$ cat src/rtl/reset_seq_pkg.sv
package reset_seq_pkg;

  typedef enum logic [1:0] {
    LVL_NONE  = 2'd0,
    LVL_PROG  = 2'd1,
    LVL_INIT  = 2'd2,
    LVL_CLEAR = 2'd3
  } rst_level_e;

  typedef enum logic [1:0] {
    SQ_IDLE   = 2'd0,
    SQ_STROBE = 2'd1,
    SQ_WAIT   = 2'd2
  } seq_state_e;

  localparam int unsigned PROG_STEPS  = 6;
  localparam int unsigned INIT_STEPS  = 2;
  localparam int unsigned CLEAR_STEPS = 3;
  localparam int unsigned NUM_STEPS   = PROG_STEPS + INIT_STEPS + CLEAR_STEPS;
  localparam int unsigned STEP_W      = $clog2(NUM_STEPS);

  // final step index of each tier; tiers nest so each extends the previous
  function automatic logic [STEP_W-1:0] last_step(rst_level_e lvl);
    case (lvl)
      LVL_PROG:  return STEP_W'(PROG_STEPS - 1);
      LVL_INIT:  return STEP_W'(PROG_STEPS + INIT_STEPS - 1);
      LVL_CLEAR: return STEP_W'(NUM_STEPS - 1);
      default:   return '0;
    endcase
  endfunction

endpackage

$ cat src/rtl/reset_trig_dec.sv
module reset_trig_dec
  import reset_seq_pkg::*;
(
  input  logic       key_sys_norm_i,
  input  logic       key_load_norm_i,
  input  logic       key_sys_clear_i,
  input  logic       key_load_clear_i,
  input  logic       power_on_i,
  input  logic       busy_i,
  output logic       go_o,
  output rst_level_e level_o
);

  always_comb begin
    go_o    = 1'b0;
    level_o = LVL_NONE;
    if (power_on_i) begin
      // power-on preempts a running chain
      go_o    = 1'b1;
      level_o = LVL_CLEAR;
    end else if (!busy_i) begin
      if (key_sys_clear_i || key_load_clear_i) begin
        go_o    = 1'b1;
        level_o = LVL_CLEAR;
      end else if (key_load_norm_i) begin
        go_o    = 1'b1;
        level_o = LVL_INIT;
      end else if (key_sys_norm_i) begin
        go_o    = 1'b1;
        level_o = LVL_PROG;
      end
    end
  end

endmodule

$ cat src/rtl/reset_step_timer.sv
module reset_step_timer #(
  parameter int unsigned TIMEOUT_CYCLES = 4096
) (
  input  logic clk_i,
  input  logic rst_ni,
  input  logic clear_i,
  input  logic run_i,
  output logic expired_o
);

  localparam int unsigned CW = $clog2(TIMEOUT_CYCLES + 1);

  logic [CW-1:0] cnt_q;

  always_ff @(posedge clk_i or negedge rst_ni) begin
    if (!rst_ni)       cnt_q <= '0;
    else if (clear_i)  cnt_q <= '0;
    else if (run_i && cnt_q != CW'(TIMEOUT_CYCLES - 1)) cnt_q <= cnt_q + 1'b1;
  end

  assign expired_o = run_i && (cnt_q == CW'(TIMEOUT_CYCLES - 1));

endmodule

$ cat src/rtl/reset_step_fsm.sv
module reset_step_fsm
  import reset_seq_pkg::*;
(
  input  logic                 clk_i,
  input  logic                 rst_ni,
  input  logic                 go_i,
  input  rst_level_e           go_level_i,
  input  logic                 start_i,
  input  logic [NUM_STEPS-1:0] step_done_i,
  input  logic                 expired_i,
  output logic [NUM_STEPS-1:0] step_strobe_o,
  output logic                 waiting_o,
  output logic                 strobing_o,
  output logic                 busy_o,
  output logic                 done_o,
  output logic                 stopped_o,
  output logic                 timeout_o,
  output logic [1:0]           level_o
);

  seq_state_e        state_q;
  logic [STEP_W-1:0] step_q;
  rst_level_e        level_q;
  logic              done_q, stopped_q, timeout_q;

  always_ff @(posedge clk_i or negedge rst_ni) begin
    if (!rst_ni) begin
      state_q   <= SQ_IDLE;
      step_q    <= '0;
      level_q   <= LVL_NONE;
      done_q    <= 1'b0;
      stopped_q <= 1'b0;
      timeout_q <= 1'b0;
    end else begin
      done_q <= 1'b0;
      if (go_i) begin
        state_q   <= SQ_STROBE;
        step_q    <= '0;
        level_q   <= go_level_i;
        stopped_q <= 1'b0;
        timeout_q <= 1'b0;
      end else begin
        unique case (state_q)
          SQ_STROBE: state_q <= SQ_WAIT;
          SQ_WAIT: begin
            if (step_done_i[step_q]) begin
              if (step_q == last_step(level_q)) begin
                state_q   <= SQ_IDLE;
                done_q    <= 1'b1;
                stopped_q <= 1'b1;
              end else begin
                step_q  <= step_q + 1'b1;
                state_q <= SQ_STROBE;
              end
            end else if (expired_i) begin
              state_q   <= SQ_IDLE;
              timeout_q <= 1'b1;
            end
          end
          default: if (start_i) stopped_q <= 1'b0;
        endcase
      end
    end
  end

  for (genvar k = 0; k < NUM_STEPS; k++) begin : g_stb
    assign step_strobe_o[k] = (state_q == SQ_STROBE) && (step_q == STEP_W'(k));
  end

  assign waiting_o  = (state_q == SQ_WAIT);
  assign strobing_o = (state_q == SQ_STROBE);
  assign busy_o     = (state_q != SQ_IDLE);
  assign done_o     = done_q;
  assign stopped_o  = stopped_q;
  assign timeout_o  = timeout_q;
  assign level_o    = level_q;

endmodule

$ cat src/rtl/reset_seq.sv
module reset_seq
  import reset_seq_pkg::*;
#(
  parameter int unsigned TIMEOUT_CYCLES = 4096
) (
  input  logic                 clk_i,
  input  logic                 rst_ni,
  input  logic                 key_sys_norm_i,
  input  logic                 key_load_norm_i,
  input  logic                 key_sys_clear_i,
  input  logic                 key_load_clear_i,
  input  logic                 power_on_i,
  input  logic                 start_i,
  input  logic [NUM_STEPS-1:0] step_done_i,
  output logic [NUM_STEPS-1:0] step_strobe_o,
  output logic                 busy_o,
  output logic                 done_o,
  output logic                 stopped_o,
  output logic                 timeout_o,
  output logic [1:0]           level_o
);

  logic       go, waiting, strobing, expired;
  rst_level_e go_level;

  reset_trig_dec i_dec (
    .key_sys_norm_i   (key_sys_norm_i),
    .key_load_norm_i  (key_load_norm_i),
    .key_sys_clear_i  (key_sys_clear_i),
    .key_load_clear_i (key_load_clear_i),
    .power_on_i       (power_on_i),
    .busy_i           (busy_o),
    .go_o             (go),
    .level_o          (go_level)
  );

  reset_step_timer #(.TIMEOUT_CYCLES(TIMEOUT_CYCLES)) i_timer (
    .clk_i     (clk_i),
    .rst_ni    (rst_ni),
    .clear_i   (strobing),
    .run_i     (waiting),
    .expired_o (expired)
  );

  reset_step_fsm i_fsm (
    .clk_i         (clk_i),
    .rst_ni        (rst_ni),
    .go_i          (go),
    .go_level_i    (go_level),
    .start_i       (start_i),
    .step_done_i   (step_done_i),
    .expired_i     (expired),
    .step_strobe_o (step_strobe_o),
    .waiting_o     (waiting),
    .strobing_o    (strobing),
    .busy_o        (busy_o),
    .done_o        (done_o),
    .stopped_o     (stopped_o),
    .timeout_o     (timeout_o),
    .level_o       (level_o)
  );

endmodule

$ cat config.mk
export PLATFORM = sky130hd
export DESIGN_NAME = reset_seq
export DESIGN_NICKNAME = d
export VERILOG_FILES = /design/src/rtl/reset_seq_pkg.sv /design/src/rtl/reset_trig_dec.sv /design/src/rtl/reset_step_timer.sv /design/src/rtl/reset_step_fsm.sv /design/src/rtl/reset_seq.sv
export SDC_FILE = /design/constraint.sdc
export NUM_CORES = 1
export LEC_CHECK = 0
export ABC_AREA = 1
export BUFFER_PORTS_ARGS = -buffer_cell sky130_fd_sc_hd__buf_4
export CORE_MARGIN = 10
export CORE_UTILIZATION = 46
export CTS_CLUSTER_DIAMETER = 60
export DETAILED_ROUTE_END_ITERATION = 7
export GPL_ROUTABILITY_DRIVEN = 0
export MAX_ROUTING_LAYER = met4
export PLACE_DENSITY = 0.76
export SLEW_MARGIN = 20
export SYNTH_ARGS = -nofsm -noshare
export SYNTH_HDL_FRONTEND = slang
export SYNTH_SLANG_ARGS = --single-unit
$ cat constraint.sdc
create_clock -name clk_i -period 2.2 [get_ports clk_i]
set_input_delay 0.33 -clock clk_i [delete_from_list [all_inputs] [get_ports clk_i]]
set_output_delay 0.33 -clock clk_i [all_outputs]
set_load 0.05 [all_outputs]
Word-level counts from Yosys, hierarchy flattened --
Cells that the tools add are included.
Word-level totals: bits in registers 24, bits of input ports 19, output and inout port bits 17, word-level logic and storage cells 100
Cells by class: $add $sub $neg 2, magnitude comparators 1, eq/ne operators 24, muxes and demuxes 40, reductions and logical operators 26
Operators with widths (number):
- 2-to-1 mux 4 bit | 7
- 2-to-1 mux 13 bit | 2
- 2-to-1 mux 1 bit | 20
- equality test 4 x 3 -> 1 bit (second input constant) | 4
- 2-to-1 mux 2 bit | 7
- adder 13 x 1 -> 13 bit (second input constant) | 1
- equality test 13 x 12 -> 1 bit (second input constant) | 1
- logical AND 1 bit | 13
- != test 13 x 12 -> 1 bit (second input constant) | 1
- equality test 4 bit (second input constant) | 3
- case mux 4 bit (3 select lines) | 1
- nonzero test 2 bit | 5
- equality test 4 x 2 -> 1 bit (second input constant) | 2
- equality test 2 bit (second input constant) | 3
- != test 2 bit (second input constant) | 3
- != test 3 x 2 -> 1 bit (second input constant) | 2
- AND reduction 3 bit | 2
- nonzero test 3 bit | 2
- < comparator 4 x 5 -> 1 bit (second input constant) | 1
- adder 4 x 1 -> 4 bit (second input constant) | 1
- binary-select mux 1 bit (select 4 bit) | 1
- equality test 2 x 1 -> 1 bit (second input constant) | 2
- equality test 4 x 1 -> 1 bit (second input constant) | 1
- equality test 4 bit | 1
- other kinds (7) | 7

Depth between registers and ports, before layout --
depth after elaboration 11, mapped depth 14, depth with buffers taken out 14

Hierarchy --
Synthesis repeated with hierarchy kept, for this count alone.
Second synthesis, totals: cell total of the unflattened synthesis 277, area, all modules 1869.3 um2
Modules (own cells, without submodules):
- reset_step_fsm | instances 1, cells each 141, area each 983.4 um2, sequential area each 275.3 um2
- reset_step_timer | instances 1, cells each 121, area each 827.0 um2, sequential area each 325.3 um2
- reset_trig_dec | instances 1, cells each 15, area each 58.8 um2, sequential area each 0.0 um2

Least setup slack after synthesis --
No wires, ideal clock.
kind flip-flop to output port, start register i_fsm.state_q[1], end output step_strobe_o[7], arrival 2022 ps, required time 1870 ps, slack -152 ps, stages on the path, launching flop included 4, path buffers 0, cell sequence dfrtp_1 > nor2_2 > inv_1 > nor3_1
On the way: cells in the longest elaborated chain, start to end 2
RTL lines:
- start, declared | line reset_step_fsm.sv:21 | seq_state_e state_q;
- start signal, assigned | line reset_step_fsm.sv:28 | state_q <= SQ_IDLE;
- start signal, assigned | line reset_step_fsm.sv:37 | state_q <= SQ_STROBE;
- start signal, assigned | line reset_step_fsm.sv:44 | SQ_STROBE: state_q <= SQ_WAIT;
- equality test 2 x 1 -> 1 bit | line reset_step_fsm.sv:67 | assign step_strobe_o[k] = (state_q == SQ_STROBE) && (step_q == STEP_W'(k));
- logical AND 1 bit | line reset_step_fsm.sv:67
- end, declared | line reset_seq.sv:15 | output logic [NUM_STEPS-1:0] step_strobe_o,
No other way between the ends.

Worst setup path after layout --
start register i_fsm.step_q[0], end output step_strobe_o[3]
On the way: cells in the longest elaborated chain, start to end 2
RTL lines:
- start, declared | line reset_step_fsm.sv:22 | logic [STEP_W-1:0] step_q;
- start signal, assigned | line reset_step_fsm.sv:52 | step_q <= step_q + 1'b1;
- equality test 4 x 2 -> 1 bit | line reset_step_fsm.sv:67
- logical AND 1 bit | line reset_step_fsm.sv:67
No other way between the ends.

==> results.txt <==
The final period demand of the worst path came out at 1.94 ns. Once layout is complete, the utilization of the core stands at 57.2%. For the worst setup path, the data required time is 1.87 ns. The run finished with clean final reports. The placement row count came out at 22. During placement, the flow inserted port buffers numbering 35. The number of global-route vias before repair was 1576.

The wire length of the first global-routing pass is 6.58 mm. The TritonCTS clock tree is done. The slowest stage of the critical path belongs to the cell dfrtp_1. Timing would allow up to 515 MHz. Combinational logic burns 50.9% of the power. The maximum cell stage delay along the critical path came out at 0.61 ns.

Once detail routing completed, the nets flagged for antenna violations numbered 0. In this run the worst path has a maximum fanout of 12. The netlist area before placement is 1700 µm². For this configuration, the core starts out at a cell density of 46.9%. The global router's overall resource usage is 12.6%.

The initial antenna violation count came out at 0. The sequential fraction of the synthesis area is 35.2%. The analysis attributes to net switching a power of 828 µW. The clock tree skew after final layout came out at 0.00512 ns. The number of enable flip-flop cells after synthesis came out at 0. Cells with a size suffix above 1 make up 21.2% of the layout. The setup TNS after final layout is 0 ns. The die boundary height came out at 80.9 µm. Once the clock tree was built, the resizer swapped 0 gates to a different size. In the layout the commonest cells are 73 x nand2_1, 36 x inv_1, 36 x buf_4. Clock tree synthesis inserted a total of 3 buffers.

Using the TritonRoute via totals, the vias-per-cell ratio works out to 4.80. The number of register bits inferred by synthesis came out at 24. The total detailed-routing wirelength is 3.76 mm. The final count of hold timing violations came to 0. The worst setup path is captured at an output port. The synthesized netlist net count came out at 272. The die span in x is 80.9 µm. Setup slack on the worst reg-to-reg path comes out at 0.46 ns.

The final max-slew violation count is 0. The clock passes through at most 2 buffers. The net switching fraction of the power is 47.6%. For this design the static power due to leakage is 0.00108 µW. Max-cap violations in this run came to 0. Per report_power, the clock group accounts for 14.7% of the total. After floorplanning, the core was sized to cover 3630 µm². The arrival time at the worst endpoint is 1.61 ns. The max-slew headroom at the worst pin came out at 71.4%. Leaving out fill and tap cells, the most frequent cell in the layout is nand2_1. The mean cell area of the mapped netlist is 6.96 µm².

The slew at the pin with the worst max-slew slack came out at 0.430 ns. The half-perimeter wire length after detailed placement came out at 3.02 mm. The worst setup path is launched from a flip-flop. The clock transition at the registers of the reported paths is 0.08 ns. Walking the worst path, the cells encountered are ha_1, inv_1, nor3_2, buf_4.

The first-pass iteration count of the detailed router came out at 4. The last element of the critical path is step_strobe_o[3]. The predominant post-synthesis flop cell is dfrtp_1. The share of the cycle needed by the critical path after routing came out at 88.2%.

In the synthesized netlist, the number of instances is 245. In this run the critical register-to-register path is captured at i_fsm.step_q[0]. The diode insertion count for antenna repair is 0. The number of warning messages in the yosys log came out at 0. The count of cell types in the netlist is 31. Counting buffers and inverters, the worst setup path is 4 cells deep.

In the final routed layout, each cell accounts on average for 11.3 µm. Of all flip-flops after synthesis, the portion carrying an async set or reset was 100%. The total congestion overflow came out at 0.

The DRC violation total after the first TritonRoute iteration came out at 98. The number of cells in the finished layout apart from fillers came out at 331. Setup repair after global routing left no endpoint under its margin. The layout net count is 312. In this run the cell area measured after placement is 2030 µm². The pin count of the biggest net entering global routing is 25. The power per cell area is 837 nW/µm².

The I/O pin total is 36. Clock latency on the worst-skew pair, taken at its later pin, is 0.26 ns. The root buffer cell chosen for the clock tree is clkbuf_8. The routed via count came out at 1590. The startpoint of the most critical register-to-register path is i_fsm.level_o[1]. The area of the die is 6540 µm². Among cell families on the critical path, the largest total delay comes from flip-flops. The critical path in this run is classified as reg2out.

The relative contribution of sequential cells to total power is 34.4%. The class of the worst hold path is in2reg. Summing all non-filler instances in the final layout gives an area of 2080 µm². The DRC violation count after routing is 0. The internal cell power is 912 µW. The path depth of the worst reg2reg path came out at 12.

The total number of clock tree sinks is 24. In this run the worst setup path begins at i_fsm.step_q[0]. The maximum level of the CTS H-tree came out at 1. From synthesis to final layout, the design area changed by 22.0%. The buffer and inverter count on the worst path is 2. The worst voltage drop across the vdd grid came out at 542 µV. The number of endpoints failing setup at the final stage came out at 0. The cell count after placement is 327.
==> worst min path at each step <==
stage	from	end	slack, ns	cells after the start
2_1_floorplan	rst_ni	i_fsm.done_o	0.03	0
3_3_place_gp	rst_ni	i_timer.cnt_q[10]	0.25	1
3_5_place_dp	rst_ni	i_timer.cnt_q[10]	0.25	1
4_1_cts	power_on_i	i_fsm.level_o[0]	0.30	3
5_1_grt	power_on_i	i_fsm.level_o[0]	0.31	3
6_report	power_on_i	i_fsm.level_o[0]	0.30	3
==> what timing repair did <==
action | 4_1_cts | 5_1_grt
setup endpoints to repair | 0 | 0
setup buffers | 0 | 0
hold buffers | 1 | 0
endpoints found under the hold margin | 24 | 0
==> tightest hold or removal path: cells and delay by family <==
kind / cells / cell delay [ns]
buffers and inverters: 1 / 0.09
AO/OA/AOI/OAI: 2 / 0.10
==> cells by family (layout without fill, tap and decap cells) <==
group                      Yosys count  in the layout  synth area share [%]
buffers and inverters               43             81                  10.3
AOI/OAI and AO/OA                   20             20                  7.12
DFF                                 24             24                  35.2
and+or+nand+nor                    142            142                  37.4
xor gates and xnor gates             8              8                  4.11
adders and majority gates            8              8                  5.87
==> power groups by stage <==
stage / sequential, µW / clock [µW] / combinational (µW)
final: 598 / 256 / 885
after global routing: 612 / 283 / 995
after CTS: 598 / 262 / 894
after detailed placement: 606 / 0 / 891
after global placement: 604 / 0 / 885
after floorplan: 640 / 0 / 623
==> state kept, by name (all words and copies together) (netlist names) <==
signal	flops
i_timer.cnt_q	13
i_fsm.step_q	4
i_fsm.level_o	2
i_fsm.state_q	2
i_fsm.done_o	1
i_fsm.stopped_o	1
i_fsm.timeout_o	1
==> stage by stage <==
stage                     power (µW)  hold slack (ns)  worst slack [ns]
after floorplan                 1260           0.0344             0.261
after global placement          1490            0.251             0.498
after detailed placement        1500            0.250             0.499
after CTS                       1760            0.299             0.252
after global routing            1890            0.313             0.125
final                           1740            0.297             0.260
==> cells in the mapped netlist, types with 2 or more instances <==
library cell  number  share of area [%]
xor2_1             7                3.6
nand3_1           19                5.6
o21ai_0            9                2.6
nor2_2             5                1.8
inv_2              3               0.66
ha_1               8                5.9
o21ai_2            2                1.0
a21oi_1            2               0.59
nand2_1           73                 16
dfrtp_1           24                 35
inv_1             36                7.9
nand2_2            2               0.73
nor3_1             6                1.8
nand4_1            2               0.73
nor2_1            28                6.2
o21ai_1            4                1.2
==> cell type report <==
class                           instances  area (µm²)
Fill cell                             359        1550
Multi-Input combinational cell        178         938
Sequential cell                        24         601
Timing Repair Buffer                   37         280
Inverter                               41         159
Tap cell                               48        60.1
Clock buffer                            3        41.3
==> layer usage <==
layer  vias to the layer above  routed length (µm)  track usage (%)  share of wire [%]
li1                        839                   -                -                  -
met1                       731                1720             13.9                 46
met2                        18                1940             22.5                 52
met3                         2                  83             3.09                2.2
met4                         0                   8             2.42               0.21
met5                         -                   0                -                  0
No activity file was read; power rests on OpenSTA's default activity.
